File: config.mk
export PLATFORM = sky130hd
export DESIGN_NAME = acc_logic_unit
export DESIGN_NICKNAME = d
export VERILOG_FILES = /design/src/rtl/acc_logic_pkg.sv /design/src/rtl/acc_op_select.sv /design/src/rtl/acc_datapath.sv /design/src/rtl/acc_skip_unit.sv /design/src/rtl/acc_logic_unit.sv
export SDC_FILE = /design/constraint.sdc
export NUM_CORES = 1
export LEC_CHECK = 0
export BUFFER_PORTS_ARGS = -buffer_cell sky130_fd_sc_hd__clkbuf_2
export CAP_MARGIN = 20
export CORE_UTILIZATION = 45
export CTS_CLUSTER_DIAMETER = 30
export DETAILED_ROUTE_END_ITERATION = 12
export HOLD_SLACK_MARGIN = 0.15
export PLACE_DENSITY_LB_ADDON = 0.08
export SLEW_MARGIN = 20
export SYNTH_ARGS = -nofsm -noshare
export SYNTH_HDL_FRONTEND = slang
export SYNTH_SLANG_ARGS = --single-unit
File: constraint.sdc
create_clock -name clk -period 2.9 [get_ports clk]
set_clock_uncertainty 0.1 [all_clocks]
set_input_delay 0.58 -clock clk [delete_from_list [all_inputs] [get_ports clk]]
set_output_delay 0.58 -clock clk [all_outputs]
set_load 0.02 [all_outputs]
File: src/rtl/acc_logic_pkg.sv
package acc_logic_pkg;

  localparam int ACC_W = 16;
  localparam int CHR_W = 8;
  localparam int RR_W  = 12;

  // Operation index doubles as priority: lower index wins.
  typedef enum logic [3:0] {
    OP_NONE = 4'd0,
    OP_ADD  = 4'd1,
    OP_AND  = 4'd2,
    OP_LDO  = 4'd3,
    OP_CHR  = 4'd4,
    OP_CLA  = 4'd5,   // field bit 11
    OP_CLL  = 4'd6,   // field bit 10
    OP_CMA  = 4'd7,   // field bit 9
    OP_CML  = 4'd8,   // field bit 8
    OP_ROR  = 4'd9,   // field bit 7
    OP_ROL  = 4'd10,  // field bit 6
    OP_INC  = 4'd11,  // field bit 5
    OP_TPOS = 4'd12,  // field bit 4
    OP_TNEG = 4'd13,  // field bit 3
    OP_TZER = 4'd14,  // field bit 2
    OP_TLZ  = 4'd15   // field bit 1
  } op_t;

  localparam int OP_N = 16;

  // Field bit b (RR_W-1 .. 1) maps to operation index OP_N - RR_W + (RR_W-1-b) + 1.
  function automatic int field_to_index(input int b);
    return OP_N - 1 - (b - 1);
  endfunction

  function automatic logic is_test_op(input op_t op);
    return (op == OP_TPOS) || (op == OP_TNEG) || (op == OP_TZER) || (op == OP_TLZ);
  endfunction

endpackage

File: src/rtl/acc_op_select.sv
module acc_op_select
  import acc_logic_pkg::*;
#(
  parameter int FIELD_W = RR_W
) (
  input  logic               clk,
  input  logic               rst_n,
  input  logic               op_add,
  input  logic               op_and,
  input  logic               op_ldo,
  input  logic               op_chr,
  input  logic               rr_valid,
  input  logic [FIELD_W-1:0] rr_field,
  output logic [OP_N-1:0]    grant,
  output op_t                sel_op
);

  logic [OP_N-1:0] req;
  logic            mem_any;

  assign mem_any = op_add | op_and | op_ldo | op_chr;

  always_comb begin
    req                = '0;
    req[OP_ADD]        = op_add;
    req[OP_AND]        = op_and;
    req[OP_LDO]        = op_ldo;
    req[OP_CHR]        = op_chr;
    for (int b = FIELD_W - 1; b >= 1; b--) begin
      req[field_to_index(b)] = rr_valid & rr_field[b];
    end
  end

  // Fixed priority: the lowest set index wins.
  always_comb begin
    grant = '0;
    for (int i = OP_N - 1; i >= 1; i--) begin
      if (req[i]) grant = '0;
      if (req[i]) grant[i] = 1'b1;
    end
  end

  always_comb begin
    sel_op = OP_NONE;
    for (int i = 1; i < OP_N; i++) begin
      if (grant[i]) sel_op = op_t'(i);
    end
  end

  AST_GRANT_ONEHOT: assert property (@(posedge clk) disable iff (!rst_n)
    $onehot0(grant));

  AST_GRANT_REQUESTED: assert property (@(posedge clk) disable iff (!rst_n)
    (grant & ~req) == '0);

  AST_ADD_OUTRANKS: assert property (@(posedge clk) disable iff (!rst_n)
    op_add |-> sel_op == OP_ADD);

  AST_FIELD_GATED: assert property (@(posedge clk) disable iff (!rst_n)
    (!rr_valid && !mem_any) |-> sel_op == OP_NONE);

  AST_HALT_INERT: assert property (@(posedge clk) disable iff (!rst_n)
    (rr_valid && rr_field == FIELD_W'(1) && !mem_any) |-> sel_op == OP_NONE);

endmodule

File: src/rtl/acc_datapath.sv
module acc_datapath
  import acc_logic_pkg::*;
#(
  parameter int DATA_W = ACC_W,
  parameter int CHAR_W = CHR_W
) (
  input  logic              clk,
  input  logic              rst_n,
  input  op_t               sel_op,
  input  logic [DATA_W-1:0] opnd,
  input  logic [CHAR_W-1:0] chr,
  output logic [DATA_W-1:0] acc_q,
  output logic              link_q
);

  localparam int PAD_W = DATA_W - CHAR_W;

  // Result is packed as {link, acc}.
  function automatic logic [DATA_W:0] add_with_carry(input logic [DATA_W-1:0] a,
                                                     input logic [DATA_W-1:0] b);
    return {1'b0, a} + {1'b0, b};
  endfunction

  function automatic logic [DATA_W:0] rotate_right(input logic [DATA_W-1:0] a, input logic l);
    return {a[0], l, a[DATA_W-1:1]};
  endfunction

  function automatic logic [DATA_W:0] rotate_left(input logic [DATA_W-1:0] a, input logic l);
    return {a, l};
  endfunction

  function automatic logic [DATA_W:0] next_state(input op_t op,
                                                 input logic [DATA_W-1:0] a,
                                                 input logic l,
                                                 input logic [DATA_W-1:0] d,
                                                 input logic [CHAR_W-1:0] c);
    logic [DATA_W:0] r;
    r = {l, a};
    case (op)
      OP_ADD: r = add_with_carry(a, d);
      OP_AND: r = {l, a & d};
      OP_LDO: r = {l, d};
      OP_CHR: r = {l, {PAD_W{1'b0}}, c};
      OP_CLA: r = {l, {DATA_W{1'b0}}};
      OP_CLL: r = {1'b0, a};
      OP_CMA: r = {l, ~a};
      OP_CML: r = {~l, a};
      OP_ROR: r = rotate_right(a, l);
      OP_ROL: r = rotate_left(a, l);
      OP_INC: r = {l, a + DATA_W'(1)};
      default: r = {l, a};
    endcase
    return r;
  endfunction

  logic [DATA_W:0] nxt;
  logic            will_change;

  assign nxt         = next_state(sel_op, acc_q, link_q, opnd, chr);
  assign will_change = (sel_op != OP_NONE) && !is_test_op(sel_op);

  always_ff @(posedge clk) begin
    if (!rst_n) begin
      acc_q  <= '0;
      link_q <= 1'b0;
    end else if (will_change) begin
      {link_q, acc_q} <= nxt;
    end
  end

  AST_RESET_CLEAR: assert property (@(posedge clk)
    !rst_n |=> (acc_q == '0 && !link_q));

  AST_ADD_CARRY: assert property (@(posedge clk) disable iff (!rst_n)
    sel_op == OP_ADD |=> {link_q, acc_q} == ({1'b0, $past(acc_q)} + {1'b0, $past(opnd)}));

  AST_AND_LINK_HOLD: assert property (@(posedge clk) disable iff (!rst_n)
    sel_op == OP_AND |=> (link_q == $past(link_q) && acc_q == ($past(acc_q) & $past(opnd))));

  AST_CHR_HIGH_ZERO: assert property (@(posedge clk) disable iff (!rst_n)
    sel_op == OP_CHR |=> (acc_q[DATA_W-1:CHAR_W] == '0 && acc_q[CHAR_W-1:0] == $past(chr)
                          && $stable(link_q)));

  AST_ROR_RING: assert property (@(posedge clk) disable iff (!rst_n)
    sel_op == OP_ROR |=> {acc_q, link_q} == {$past(link_q), $past(acc_q)});

  AST_ROL_RING: assert property (@(posedge clk) disable iff (!rst_n)
    sel_op == OP_ROL |=> {link_q, acc_q} == {$past(acc_q), $past(link_q)});

  AST_INC_LINK_HOLD: assert property (@(posedge clk) disable iff (!rst_n)
    sel_op == OP_INC |=> $stable(link_q));

  AST_TEST_NO_WRITE: assert property (@(posedge clk) disable iff (!rst_n)
    is_test_op(sel_op) |=> ($stable(acc_q) && $stable(link_q)));

  AST_IDLE_HOLD: assert property (@(posedge clk) disable iff (!rst_n)
    sel_op == OP_NONE |=> ($stable(acc_q) && $stable(link_q)));

endmodule

File: src/rtl/acc_skip_unit.sv
module acc_skip_unit
  import acc_logic_pkg::*;
#(
  parameter int DATA_W = ACC_W
) (
  input  logic              clk,
  input  logic              rst_n,
  input  op_t               sel_op,
  input  logic [DATA_W-1:0] acc_q,
  input  logic              link_q,
  output logic              skip_q
);

  function automatic logic test_holds(input op_t op, input logic [DATA_W-1:0] a, input logic l);
    case (op)
      OP_TPOS: return !a[DATA_W-1];
      OP_TNEG: return a[DATA_W-1];
      OP_TZER: return a == '0;
      OP_TLZ:  return !l;
      default: return 1'b0;
    endcase
  endfunction

  logic test_sel;
  logic test_pass;

  assign test_sel  = is_test_op(sel_op);
  assign test_pass = test_holds(sel_op, acc_q, link_q);

  always_ff @(posedge clk) begin
    if (!rst_n) skip_q <= 1'b0;
    else        skip_q <= test_pass;
  end

  AST_SKIP_FROM_TEST: assert property (@(posedge clk) disable iff (!rst_n)
    skip_q |-> $past(test_sel));

  AST_ZERO_TEST_SKIPS: assert property (@(posedge clk) disable iff (!rst_n)
    (sel_op == OP_TZER && acc_q == '0) |=> skip_q);

  AST_NO_TEST_NO_SKIP: assert property (@(posedge clk) disable iff (!rst_n)
    !test_sel |=> !skip_q);

endmodule

File: src/rtl/acc_logic_unit.sv
module acc_logic_unit
  import acc_logic_pkg::*;
#(
  parameter int DATA_W  = ACC_W,
  parameter int CHAR_W  = CHR_W,
  parameter int FIELD_W = RR_W
) (
  input  logic               clk,
  input  logic               rst_n,
  input  logic               op_add,
  input  logic               op_and,
  input  logic               op_ldo,
  input  logic               op_chr,
  input  logic               rr_valid,
  input  logic [FIELD_W-1:0] rr_field,
  input  logic [DATA_W-1:0]  opnd_in,
  input  logic [CHAR_W-1:0]  char_in,
  output logic [DATA_W-1:0]  acc_out,
  output logic               link_out,
  output logic               skip_req
);

  logic [OP_N-1:0] grant;
  op_t             sel_op;

  acc_op_select #(.FIELD_W(FIELD_W)) u_sel (
    .clk      (clk),
    .rst_n    (rst_n),
    .op_add   (op_add),
    .op_and   (op_and),
    .op_ldo   (op_ldo),
    .op_chr   (op_chr),
    .rr_valid (rr_valid),
    .rr_field (rr_field),
    .grant    (grant),
    .sel_op   (sel_op)
  );

  acc_datapath #(.DATA_W(DATA_W), .CHAR_W(CHAR_W)) u_dp (
    .clk    (clk),
    .rst_n  (rst_n),
    .sel_op (sel_op),
    .opnd   (opnd_in),
    .chr    (char_in),
    .acc_q  (acc_out),
    .link_q (link_out)
  );

  acc_skip_unit #(.DATA_W(DATA_W)) u_skip (
    .clk    (clk),
    .rst_n  (rst_n),
    .sel_op (sel_op),
    .acc_q  (acc_out),
    .link_q (link_out),
    .skip_q (skip_req)
  );

  AST_SKIP_BLOCKS_WRITE: assert property (@(posedge clk) disable iff (!rst_n)
    skip_req |-> ($stable(acc_out) && $stable(link_out)));

endmodule

==> flow_summary.ini <==
[yosys]
synth_top_area_share_pct = 12.0
ys_warn_count = 0
synth.net_count = 487
syn_inst = 425
synth_top_area_cell = dfxtp_1
synth-seq-cells = 18
ys_async_sr_fraction_pct = 0
synth_edf_count = 0
yosys.cell_count.top_type = nand2_1
synth_cell_type_count = 69
synthTopCellsByArea = dfxtp_1 12%, ha_1 7.5%, nand2_1 6.4%, a21oi_1 5.5%, a221o_1 3.3%
synth-main-ff-cell = dfxtp_1
synth.top_cells.by_count = 51 x nand2_1, 33 x a21oi_1, 25 x nor2_1, 22 x clkbuf_1, 19 x nand3_1
yosysSeqAreaShare_pct = 12.0
synth_area_um2 = 3010
syn_area_per_cell_um2 = 7.07

[setup_path]
r2r_end = u_dp.acc_q[15]
critPathArrivalTime_ns = 2.83
criticalPathCategory = reg2reg
cp-end-kind = flop
cp_max_fo = 5
reg2reg_from = u_dp.acc_q[1]
ff2ff_setup_slack_ns = 0.17
cp_data_required_time_ns = 3.00
startpoint_type = flop
r2r_cells = 8

[detailed_routing]
viasPerCell = 6.31
vias = 3853
wl_mm = 10.4
ant_nets = 0
wl_per_cell_um = 17.1
drt_iter0_markers = 239
drc = 0
firstDrtPassIters = 5

[final_layout]
finalNetCount = 597
drive_above_1_share_pct = 30.3
final_core_util_pct = 61.7
design_area_um2 = 3940
syn_to_final_growth_pct = 31.1
num_antenna_cells = 0
fill_cells = 643
fin_cells = 611

[power_and_ir_drop]
power_density_nw_per_um2 = 337
total_power_mw = 1.33
ir_drop_mv = 0.241
p_leak_nw = 1.74

[clock_network]
clk_path_buf_depth = 2
cts_setup_buffers = 0
clock_latency_ns = 0.27
clk_pin_slew_ns = 0.09
cts_hold_buf = 0
root_buffer = clkbuf_8
cts_buffers = 3
h-tree-depth = 1
cts.sinks = 18
cts_tree = done
post_cts_resized = 0

[sta]
finalHoldViolCount = 0
min_period_ns = 2.73
tightest_slew_ns = 0.623
fmax_ghz = 0.366
maxSlewViolCount = 0
setup_viol = 0
post-route-period-util_pct = 94.2
hold_ws_ns = 0.551
slew-limit-headroom_pct = 58.4
rsz0062_at_grt = false

[flow_run]
cap_violations = 0

[grt]
grt_pass1_wl_mm = 17.5
grt.total_usage_pct = 30.3
antenna_found_initial = 0
grt_max_degree = 28
grt_overflow = 0
grt_pass1_vias = 3572

[floorplan]
rows = 29
core_area_um2 = 6390
initial_core_util_pct = 47.1
fp.dieArea_um2 = 7010
die_h_um = 83.7
die_w_um = 83.7
io_pins = 61

[placement]
gp_congestion = 0.891
dp.cells = 607
placed_area_um2 = 3880
dp_hpwl_mm = 7.93
port_buffers = 59

[worst_hold_path]
hp-class = reg2reg
min_to = u_dp.acc_q[0]
hp-start = u_dp.acc_q[0]
hold_depth = 3

[status]
status = complete, no violations
-- registers in the layout, summed over array words and instances, names as in the netlist --
signal and count:
u_dp.link_q 1, u_dp.acc_q 16, u_skip.skip_q 1
-- worst max path at each step --
stage,from,endpoint,slack [ns],cells past startpoint
after floorplan,op_chr,u_dp.acc_q[12],0.14,8
after global placement,rr_field[8],u_dp.acc_q[10],-0.09,10
after detailed placement,op_chr,u_dp.acc_q[4],-0.1,9
after CTS,u_dp.acc_q[1],u_dp.acc_q[15],0.18,8
after global routing,rr_field[8],u_dp.acc_q[5],0.02,10
final,u_dp.acc_q[1],u_dp.acc_q[15],0.17,8
-- report_power, final --
| group | switching, mW | internal, mW |
|---|---|---|
| clock network | 0.114 | 0.121 |
| logic | 0.442 | 0.348 |
| registers | 0.0279 | 0.277 |
-- worst max-delay path: stages, from the launching register on --
cell and delay (ns):
dfxtp_1 0.43, ha_1 0.28, a211oi_1 0.36, o211ai_1 0.23
nor4bb_1 0.21, o31ai_2 0.29, nor2b_1 0.24, mux2_2 0.36
a31oi_1 0.15
-- cells in the final DEF (no fill, tap or decap), types with 4 or more instances in the layout --
cell       Yosys  final
dfxtp_1       18     18
clkbuf_2       0     59
o211ai_1       9      9
nor2b_1        5      5
and3_1         8      8
a211oi_1       7      7
o22ai_1        9      9
nor2_1        25     25
nor3b_1        4      4
a221o_1       10     10
inv_1         12     12
nor3_1        12     12
nand3_1       19     19
o2111ai_1      5      5
xor2_1         4      4
o21a_1         8      8
nand4_1        7      7
and2_1         5      5
clkbuf_8       0      4
xnor2_1        9      9
a21o_1         4      4
a221oi_1       8      8
nor4_1         8      8
a31oi_1        7      7
nand2_1       51     51
a22o_1         4      4
ha_1          18     18
buf_4          1     77
and4_1         7      6
o21ai_0       16     16
a21oi_1       33     33
-- cells by family after synthesis --
family | after synthesis | share of synthesized area [%]
mux | 3 | 1.12
fa+ha+maj | 19 | 8.16
flops | 18 | 12.0
xor+xnor | 13 | 3.79
compound gates | 155 | 37.4
simple gates | 171 | 30.8
buf+inv | 46 | 6.70
-- stage by stage --
| step | worst slack [ns] | TNS (ns) |
|---|---|---|
| global route | 0.0223 | 0 |
| floorplan | 0.139 | 0 |
| CTS | 0.176 | 0 |
| finish | 0.168 | 0 |
| detailed placement | -0.0956 | -0.756 |
| global placement | -0.0885 | -0.634 |
-- area by class of cell --
cell class	count	area (um^2)	share of cell area, %
clock buffer	4	55.1	1.40
multi-input combinational	361	2450	62.2
tap	77	96.3	2.44
timing repair buffer	139	933	23.7
sequential	18	360	9.14
inverter	12	45.0	1.14
-- routing by layer --
metal	routed length, um	global-route usage [%]
met1	4690	42.3
met4	173	8.47
met2	4720	48.6
met5	0	0
met3	846	4.06
Note: power is estimated with default switching activity, not from simulation.
